===== src/rtl/dwt_pkg.sv =====
package dwt_pkg;

  typedef enum logic [1:0] {ST_LOAD, ST_CALC, ST_OUT} dwt_state_e;

  // Low-pass taps in units of 1/64.
  function automatic int tap_lo(input int taps, input int k);
    int v;
    v = 0;
    if (taps == 6) begin
      case (k)
        0: v = 21;
        1: v = 52;
        2: v = 29;
        3: v = -9;
        4: v = -5;
        5: v = 2;
        default: v = 0;
      endcase
    end else begin
      case (k)
        0: v = 31;
        1: v = 54;
        2: v = 14;
        3: v = -8;
        default: v = 0;
      endcase
    end
    return v;
  endfunction

  // High-pass taps: reversed low-pass with alternating sign.
  function automatic int tap_coef(input int taps, input int k, input bit high);
    int r;
    if (!high) return tap_lo(taps, k);
    r = tap_lo(taps, taps - 1 - k);
    return (k % 2 == 1) ? -r : r;
  endfunction

  function automatic int table_sum(input int taps, input bit high, input int addr);
    int s;
    s = 0;
    for (int k = 0; k < taps; k++)
      if (((addr >> k) & 1) == 1) s += tap_coef(taps, k, high);
    return s;
  endfunction

  function automatic int abs_tap_sum(input int taps);
    int s;
    s = 0;
    for (int k = 0; k < taps; k++)
      s += (tap_lo(taps, k) < 0) ? -tap_lo(taps, k) : tap_lo(taps, k);
    return s;
  endfunction

endpackage


===== src/rtl/dwt_sample_store.sv =====
module dwt_sample_store #(
  parameter int DW   = 8,
  parameter int N    = 8,
  parameter int TAPS = 4,
  localparam int IW  = (N > 1) ? $clog2(N) : 1,
  localparam int BW  = (DW > 1) ? $clog2(DW) : 1
) (
  input  logic            clk,
  input  logic            wr_en,
  input  logic [IW-1:0]   wr_idx,
  input  logic [DW-1:0]   wr_data,
  input  logic [IW-1:0]   base,
  input  logic [BW-1:0]   bitpos,
  output logic [TAPS-1:0] slice
);

  logic [DW-1:0] mem [N];

  always_ff @(posedge clk) begin
    if (wr_en) mem[wr_idx] <= wr_data;
  end

  // Window taps wrap modulo N (N is a power of two).
  for (genvar k = 0; k < TAPS; k++) begin : g_tap
    logic [IW-1:0] tap_idx;
    assign tap_idx  = base + IW'(k);
    assign slice[k] = mem[tap_idx][bitpos];
  end

endmodule


===== src/rtl/dwt_coef_rom.sv =====
module dwt_coef_rom
  import dwt_pkg::*;
#(
  parameter int TAPS = 4,
  parameter int CW   = 8,
  localparam int DEPTH = 1 << TAPS
) (
  input  logic                 sel_low,
  input  logic [TAPS-1:0]      addr,
  output logic signed [CW-1:0] value
);

  logic signed [CW-1:0] lo_tab [DEPTH];
  logic signed [CW-1:0] hi_tab [DEPTH];

  for (genvar a = 0; a < DEPTH; a++) begin : g_entry
    assign lo_tab[a] = CW'(table_sum(TAPS, 1'b0, a));
    assign hi_tab[a] = CW'(table_sum(TAPS, 1'b1, a));
  end

  assign value = sel_low ? lo_tab[addr] : hi_tab[addr];

endmodule


===== src/rtl/dwt_shift_acc.sv =====
module dwt_shift_acc #(
  parameter int CW = 8,
  parameter int AW = 17
) (
  input  logic                 clk,
  input  logic                 rst_n,
  input  logic                 en,
  input  logic                 first,
  input  logic signed [CW-1:0] term,
  output logic signed [AW-1:0] acc
);

  logic signed [AW-1:0] term_x;
  assign term_x = AW'(term);

  always_ff @(posedge clk) begin
    if (!rst_n)    acc <= '0;
    else if (en)   acc <= first ? -term_x : ((acc <<< 1) + term_x);
  end

endmodule


===== src/rtl/dwt_da_filter.sv =====
module dwt_da_filter
  import dwt_pkg::*;
#(
  parameter int DW   = 8,
  parameter int CW   = 8,
  parameter int N    = 8,
  parameter int TAPS = 4,
  localparam int AW  = CW + DW + 1
) (
  input  logic          clk,
  input  logic          rst_n,
  input  logic          in_valid,
  output logic          in_ready,
  input  logic [DW-1:0] in_data,
  output logic          out_valid,
  input  logic          out_ready,
  output logic [AW-1:0] out_data,
  output logic          out_high
);

  localparam int IW = (N > 1) ? $clog2(N) : 1;
  localparam int PW = (IW > 1) ? IW - 1 : 1;
  localparam int BW = (DW > 1) ? $clog2(DW) : 1;
  localparam logic [BW-1:0] BIT_TOP   = BW'(DW - 1);
  localparam logic [PW-1:0] LAST_PAIR = PW'(N / 2 - 1);

  dwt_state_e           state;
  logic [IW-1:0]        wr_cnt;
  logic [PW-1:0]        pair;
  logic                 band;
  logic [BW-1:0]        bitpos;
  logic [TAPS-1:0]      slice;
  logic [IW-1:0]        base;
  logic signed [CW-1:0] term;
  logic signed [AW-1:0] acc;
  logic                 wr_en;

  assign in_ready  = (state == ST_LOAD);
  assign out_valid = (state == ST_OUT);
  assign out_high  = band;
  assign out_data  = acc;
  assign wr_en     = in_valid && in_ready;
  assign base      = IW'({pair, 1'b0});

  always_ff @(posedge clk) begin
    if (!rst_n) begin
      state  <= ST_LOAD;
      wr_cnt <= '0;
      pair   <= '0;
      band   <= 1'b0;
      bitpos <= BIT_TOP;
    end else begin
      case (state)
        ST_LOAD: if (wr_en) begin
          wr_cnt <= wr_cnt + 1'b1;
          if (wr_cnt == IW'(N - 1)) begin
            state  <= ST_CALC;
            pair   <= '0;
            band   <= 1'b0;
            bitpos <= BIT_TOP;
          end
        end
        ST_CALC: begin
          if (bitpos == '0) state <= ST_OUT;
          else              bitpos <= bitpos - 1'b1;
        end
        ST_OUT: if (out_ready) begin
          bitpos <= BIT_TOP;
          if (!band) begin
            band  <= 1'b1;
            state <= ST_CALC;
          end else begin
            band <= 1'b0;
            if (pair == LAST_PAIR) begin
              pair  <= '0;
              state <= ST_LOAD;
            end else begin
              pair  <= pair + 1'b1;
              state <= ST_CALC;
            end
          end
        end
        default: state <= ST_LOAD;
      endcase
    end
  end

  dwt_sample_store #(.DW(DW), .N(N), .TAPS(TAPS)) u_store (
    .clk     (clk),
    .wr_en   (wr_en),
    .wr_idx  (wr_cnt),
    .wr_data (in_data),
    .base    (base),
    .bitpos  (bitpos),
    .slice   (slice)
  );

  dwt_coef_rom #(.TAPS(TAPS), .CW(CW)) u_rom (
    .sel_low (~band),
    .addr    (slice),
    .value   (term)
  );

  dwt_shift_acc #(.CW(CW), .AW(AW)) u_acc (
    .clk   (clk),
    .rst_n (rst_n),
    .en    (state == ST_CALC),
    .first (bitpos == BIT_TOP),
    .term  (term),
    .acc   (acc)
  );

endmodule


===== config.mk =====
export PLATFORM = sky130hd
export DESIGN_NAME = dwt_da_filter
export DESIGN_NICKNAME = d
export VERILOG_FILES = /design/src/rtl/dwt_pkg.sv /design/src/rtl/dwt_sample_store.sv /design/src/rtl/dwt_coef_rom.sv /design/src/rtl/dwt_shift_acc.sv /design/src/rtl/dwt_da_filter.sv
export SDC_FILE = /design/constraint.sdc
export NUM_CORES = 1
export LEC_CHECK = 0
export BUFFER_PORTS_ARGS = -buffer_cell sky130_fd_sc_hd__buf_4
export CORE_ASPECT_RATIO = 1.25
export CORE_MARGIN = 1
export CORE_UTILIZATION = 45
export DETAILED_ROUTE_END_ITERATION = 7
export PLACE_DENSITY = 0.71
export SYNTH_ARGS = -nofsm -noshare
export SYNTH_HDL_FRONTEND = slang
export SYNTH_SLANG_ARGS = --single-unit

===== constraint.sdc =====
create_clock -name clk -period 5.6 [get_ports clk]
set_input_delay 0.56 -clock clk [delete_from_list [all_inputs] [get_ports clk]]
set_output_delay 0.56 -clock clk [all_outputs]
set_load 0.1 [all_outputs]

# Word level (Yosys, flattened, before mapping)
# Memory sizes are Yosys's and may differ from the RTL's. A register that Yosys moved wholly into a read port is not among the register bits.
# Index checks and enable logic that the tools add are counted.
dict set report op_classes {
  n_eq_ne 11
  n_lt_le_gt_ge 2
  n_bitwise 1
  n_reduce_logical 10
  muxes 41
  add_sub_neg 8
}
# operator count
set op_table {}
lappend op_table {{$mux 8} 5}
lappend op_table {{$mux 2} 9}
lappend op_table {{$mux 3} 6}
lappend op_table {{$add 17x8->17} 1}
lappend op_table {{$mux 17} 1}
lappend op_table {{$neg 8->17} 1}
lappend op_table {{$bmux 1 s3} 4}
lappend op_table {{$mux 1} 12}
lappend op_table {{$reduce_and 5->1} 2}
lappend op_table {{$pmux 3 s3} 1}
lappend op_table {{$ne 2x1->1 const B} 4}
lappend op_table {{$reduce_and 4->1} 2}
lappend op_table {{$add 3x1->3 const B} 2}
lappend op_table {{$add 3x2->3 const B} 2}
lappend op_table {{$eq 3x3->1 const B} 2}
lappend op_table {{$pmux 2 s3} 1}
lappend op_table {{$ge 5x5->1 const B} 1}
lappend op_table {{$not 4->5} 1}
lappend op_table {{$eq 2x2->1 const B} 2}
lappend op_table {{$lt 3x4->1 const B} 1}
lappend op_table {{$ne 2x2->1 const B} 2}
lappend op_table {{$pmux 2 s2} 1}
lappend op_table {{$logic_not 3->1} 1}
lappend op_table {{$reduce_bool 3->1} 1}
lappend op_table {{8 further kinds} 8}
dict set report word_totals {
  mem_bits_rw 64
  mem_bits_ro 256
  elab_cells 82
  register_bits 28
  in_bits 12
  n_memories 3
}
# name words word_bits read_ports rd_ports_with_merged_regs wr line_no
set memory_table {}
lappend memory_table {{(name not given)} 16 8 1 0 0 dwt_coef_rom.sv:21} ;# assign value = sel_low ? lo_tab[addr] : hi_tab[addr];
lappend memory_table {{(name not given)} 16 8 1 0 0 dwt_coef_rom.sv:21}
lappend memory_table {u_store.mem 8 8 4 1 1 dwt_sample_store.sv:17} ;# logic [DW-1:0] mem [N];

# Logic depth before layout (Yosys ltp)
# An unclocked memory read counts as a cell.
dict set report logic_depth {
  word_depth 11
  mapped_depth 26
  ltp_nobuf 23
}

# Modules after synthesis
# From an unflattened synthesis, not the netlist that was laid out.
dict set report hier_totals {
  hier_cells 645
  area_unflattened_um2 7123.1
}
# mod seq_area_each_um2 n_inst cells_each area_per_inst_um2
set by_module_without_submodules {}
lappend by_module_without_submodules {dwt_sample_store 1921.8 1 286 4251.6}
lappend by_module_without_submodules {dwt_shift_acc 340.3 1 238 1849.3}
lappend by_module_without_submodules {dwt_da_filter 220.2 1 74 665.6}
lappend by_module_without_submodules {dwt_coef_rom 0.0 1 47 356.6}

# Least setup slack after synthesis
# No wires, ideal clock.
dict set report synth_path {
  path_type {flip-flop to flip-flop}
  from {register bitpos[0]}
  to {register u_acc.acc[13]}
  arrival_time_ns 4.885
  period_less_slack_ns 5.014
  stages_incl_launch_ff 22
  setup_slack_ns 0.586
  path_cell_list {dfxtp_1 -> buf_6 -> mux4_2 -> mux4_2 -> mux2i_4 -> ha_1 -> inv_1 -> nor3_2 -> o31ai_1 -> inv_1 -> ha_1 -> fa_1 -> a21o_1 -> a21oi_1 -> o21bai_1 -> a2111oi_0 -> o31ai_1 -> a31oi_1 -> xor2_1 -> nor3_1 -> a31oi_1 -> o31ai_1}
}
dict set report synth_between {
  elab_chain_len 9
}
# item line_no
set synth_rtl {}
lappend synth_rtl {{start: declaration} dwt_da_filter.sv:31} ;# logic [BW-1:0] bitpos;
lappend synth_rtl {{start signal: assignment} dwt_da_filter.sv:65} ;# else bitpos <= bitpos - 1'b1;
lappend synth_rtl {{$bmux 1 s3} dwt_sample_store.sv:27} ;# assign slice[k] = mem[tap_idx][bitpos];
lappend synth_rtl {{$mux 1 (implied by the code)} dwt_sample_store.sv:27}
lappend synth_rtl {{$not 4->5 (implied by the code)} dwt_coef_rom.sv:21}
lappend synth_rtl {{$mem_v2 16x8} --}
lappend synth_rtl {{$mux 8 (implied by the code) (2 in series)} dwt_coef_rom.sv:21}
lappend synth_rtl {{$mux 8} dwt_coef_rom.sv:21}
lappend synth_rtl {{$add 17x8->17 / $neg 8->17 (equally long branches)} dwt_shift_acc.sv:18} ;# else if (en) acc <= first ? -term_x : ((acc <<< 1) + term_x);
lappend synth_rtl {{$mux 17 (*)} dwt_shift_acc.sv:18}
lappend synth_rtl {{end signal: assignment} dwt_shift_acc.sv:18}
lappend synth_rtl {{end: declaration} dwt_shift_acc.sv:10} ;# output logic signed [AW-1:0] acc
# Every way passes the cells marked *; elsewhere a longest branch is shown, timed or not. The select of a mux whose other input is x is not followed.
# A chain may end at the register's enable or synchronous reset.

# Final worst setup path
dict set report layout_path {
  from {register pair[1]}
  to {register u_acc.acc[15]}
}
dict set report layout_between {
  elab_chain_len 11
}
# item line_no
set layout_rtl {}
lappend layout_rtl {{start: declaration} dwt_da_filter.sv:29} ;# logic [PW-1:0] pair;
lappend layout_rtl {{start signal: assignment} dwt_da_filter.sv:78} ;# pair <= pair + 1'b1;
lappend layout_rtl {{$add 3x2->3 / $add 3x1->3 (equally long branches)} dwt_sample_store.sv:26} ;# assign tap_idx = base + IW'(k);
lappend layout_rtl {{$mem_v2 8x8 (*)} --}
lappend layout_rtl {{$bmux 1 s3} dwt_sample_store.sv:27}
lappend layout_rtl {{$mux 1 (implied by the code)} dwt_sample_store.sv:27}
lappend layout_rtl {{$not 4->5 (implied by the code) (*)} dwt_coef_rom.sv:21}
lappend layout_rtl {{$mem_v2 16x8} --}
lappend layout_rtl {{$mux 8 (implied by the code) (2 in series)} dwt_coef_rom.sv:21}
lappend layout_rtl {{$mux 8 (*)} dwt_coef_rom.sv:21}
lappend layout_rtl {{$add 17x8->17 / $neg 8->17 (equally long branches)} dwt_shift_acc.sv:18}
lappend layout_rtl {{$mux 17 (*)} dwt_shift_acc.sv:18}
# Marked as above.

==> results.json <==
{
  "min_period_ns": 5.170,
  "fp.dieArea_um2": 13400,
  "p_clk_share_pct": 39.0,
  "dp_hpwl_um": 9971,
  "cts_max_level": 3,
  "hold_path_class": "primary input to register",
  "hold_viol_final": 0,
  "setup_slack_ns": 0.4296,
  "area_growth_pct": 12.73,
  "syn_nets": 579,
  "pwr-share-seq_pct": 52.8,
  "r2r_start": "pair[1]",
  "path_class": "register to register",
  "grt_pass1_vias": 4134,
  "syn_avg_cell_area_um2": 10.90,
  "slew_headroom_pct": 29.84,
  "dpl_worst_slack_ns": 0.1277,
  "grt_usage_pct": 20.45,
  "status": "finished clean",
  "synth_seq_cells": 94,
  "cts_hold_buf": 0,
  "fp.dieH_um": 129.2,
  "yosys_warnings": 0,
  "fmax_mhz": 193.4,
  "grt-busiest-layer": "met2",
  "postRouteAntennaNets": 0,
  "avgViaCountPerCell": 5.807,
  "ys_seq_area_share_pct": 43.34,
  "setup_viol": 0,
  "grt_first_pass_wirelength_um": 21270,
  "required_ns": 5.77,
  "drc": 0,
  "drt_iter0_drc": 209,
  "rows": 46,
  "ctsLongestPathBuffers": 2,
  "rsz0062_at_grt": "false",
  "p_total_mw": 1.446,
  "power_frac_comb_pct": 8.3,
  "path_clk_slew_ns": 0.07,
  "crit_chain": "ha_1, buf_12, mux2i_1, a22oi_1, nand4_1, nand2_4, nor2_4, inv_1, ha_1, nand2_1, o31ai_2, inv_1, ha_1, fa_1, a21o_1, a21oi_2, o21bai_1, a2111oi_2, o31ai_1, a31oi_1, o21ai_0, xor2_1, nand2_1, a31oi_1",
  "utilization_pct": 51.82,
  "root_buffer": "clkbuf_16",
  "clock_latency_ns": 0.34,
  "drive_above_1_share_pct": 19.69,
  "grt_max_degree": 23,
  "p_int_mw": 1.100,
  "cp-endpoint": "u_acc.acc[15]",
  "crit_family": "compound AO/OA/AOI/OAI gates",
  "drtPass1Iterations": 5,
  "gr-usage-met3_pct": 3.370,
  "cp.depth": 24,
  "cp-end-kind": "register",
  "crit_path_start": "pair[1]",
  "core_um2": 12660,
  "syn_area_um2": 5821,
  "final_nets": 614,
  "grt.met1_usage_pct": 24.12,
  "r2r_cells": 24,
  "io_buffers": 31,
  "antenna_found_initial": 0,
  "layout_common_cells": "edfxtp_1, buf_4, nand2_1, nor2_1, a21oi_1",
  "synth_flop_cell": "edfxtp_1",
  "min_period_over_period_pct": 92.33,
  "p_sw_share_pct": 23.95,
  "cts_tree": "done",
  "crit_path_max_fanout": 22,
  "p_leak_nw": 2.391,
  "switching_power_mw": 0.3464,
  "reg2reg_slack_ns": 0.43,
  "drv_slew": 0,
  "ir_drop_mv": 0.1849,
  "synth_edf_count": 64,
  "hold_slack_ns": 0.4512,
  "grt.overflow.total": 0,
  "maxCapViolCount": 0,
  "worst_path_max_delay_cell": "a2111oi_2",
  "cp-start-kind": "register",
  "finalSetupTns_ns": 0,
  "slowest_delay_ns": 0.44,
  "ys_types": 77,
  "timing.critical_path.buf_inv": 3,
  "wl_per_cell_um": 18.02,
  "worst_pin_slew_ns": 1.049,
  "powerDensity_nw_per_um2": 220.4,
  "cts_made_buffers": 9,
  "drt-total-wl_um": 13370,
  "rr_endpoint": "u_acc.acc[15]",
  "fin_skew_ns": 0.007371,
  "num_antenna_cells": 0,
  "cp_common_cell": "ha_1",
  "cts_sinks": 94,
  "arrival_ns": 5.34,
  "synthCells": 534,
  "synthArstFlopShare_pct": 0,
  "num_io_pins": 32,
  "die_w_um": 103.7,
  "mostFrequentLayoutCell": "edfxtp_1",
  "initial_core_util_pct": 45.97,
  "routed-via-count": 4309,
  "use_met2_pct": 36.91,
  "place.gp.congestion": 0.8984
}
cell families after synthesis:
group                      Yosys count  share of synthesized area (%)
DFF                                 94                          43.34
muxes                               51                          12.17
xor gates and xnor gates            17                          2.558
AOI/OAI and AO/OA                  130                          15.67
and+or+nand+nor                    165                          14.96
adders and majority gates           33                          7.223
buffers and inverters               44                          4.084
cell usage after synthesis (all sizes together), types with 15 or more instances:
cell type	instances	area [um2]
a21oi	38	212.7
buf	15	128.9
dfxtp	30	600.6
edfxtp	64	1922
ha	32	400.4
inv	19	71.31
mux2i	32	332.8
nand2	43	168.9
nor2	44	175.2
nor3	17	90.09
o21ai	26	133.9
power by group through the flow:
stage                     Clock [mW]  Combinational, mW  Sequential, mW
after floorplan                    0             0.0669           0.792
after global placement             0              0.116           0.777
after detailed placement           0              0.119           0.778
after CTS                      0.566              0.119           0.763
after global routing           0.598              0.131           0.764
final                          0.563              0.120           0.763
metal layers:
metal	up-vias	share of wire, %
met2	124	51
met5	-	0
li1	2078	-
met4	0	3.3
met1	2082	42
met3	25	4.0
flip-flops by register name (all words and copies together) (netlist names), named ones only:
| signal | count |
|---|---|
| u_store.mem | 64 |
| state | 2 |
| u_acc.acc | 17 |
| out_high | 1 |
| wr_cnt | 3 |
| bitpos | 3 |
| pair | 2 |
how the worst min path moves through the flow:
stage                              to  depth (start not counted)     startpoint  slack (ns)
global placement        u_acc.acc[16]                          2  u_acc.acc[16]        0.45
detailed placement      u_acc.acc[16]                          2  u_acc.acc[16]        0.46
global route        u_store.mem[4][6]                          1     in_data[6]        0.45
CTS                 u_store.mem[4][6]                          1     in_data[6]        0.45
floorplan                   wr_cnt[0]                          2      wr_cnt[0]        0.48
finish              u_store.mem[4][6]                          1     in_data[6]        0.45
layout make-up:
cell class / count / area (um2)
fill: 1166 / 6101
multi-input combinational: 396 / 3087
sequential: 94 / 2522
timing repair buffer: 48 / 397.9
clock buffer: 11 / 232.7
tap: 168 / 210.2
inverter: 20 / 75.07
clock inverter: 5 / 36.28
repair_timing:
item,4_1_cts,5_1_grt
buffers inserted,0,3
resized for setup,0,5
endpoints found under the setup margin,0,2
worst reg2reg max path: stages (launching register included):
cell,delay [ns]
dfxtp_1,0.36
ha_1,0.36
buf_12,0.20
mux2i_1,0.28
a22oi_1,0.13
nand4_1,0.19
nand2_4,0.13
nor2_4,0.16
inv_1,0.11
ha_1,0.33
nand2_1,0.08
o31ai_2,0.13
inv_1,0.08
ha_1,0.22
fa_1,0.41
a21o_1,0.19
a21oi_2,0.18
o21bai_1,0.13
a2111oi_2,0.44
o31ai_1,0.18
a31oi_1,0.23
o21ai_0,0.15
xor2_1,0.16
nand2_1,0.07
a31oi_1,0.09
per-stage QoR:
step,std cells,area (um2)
after global placement,723,6248
after global routing,742,6561
after detailed placement,723,6248
final,742,6561
after floorplan,534,5821
after CTS,739,6518
(Power assumes the default switching activity.)
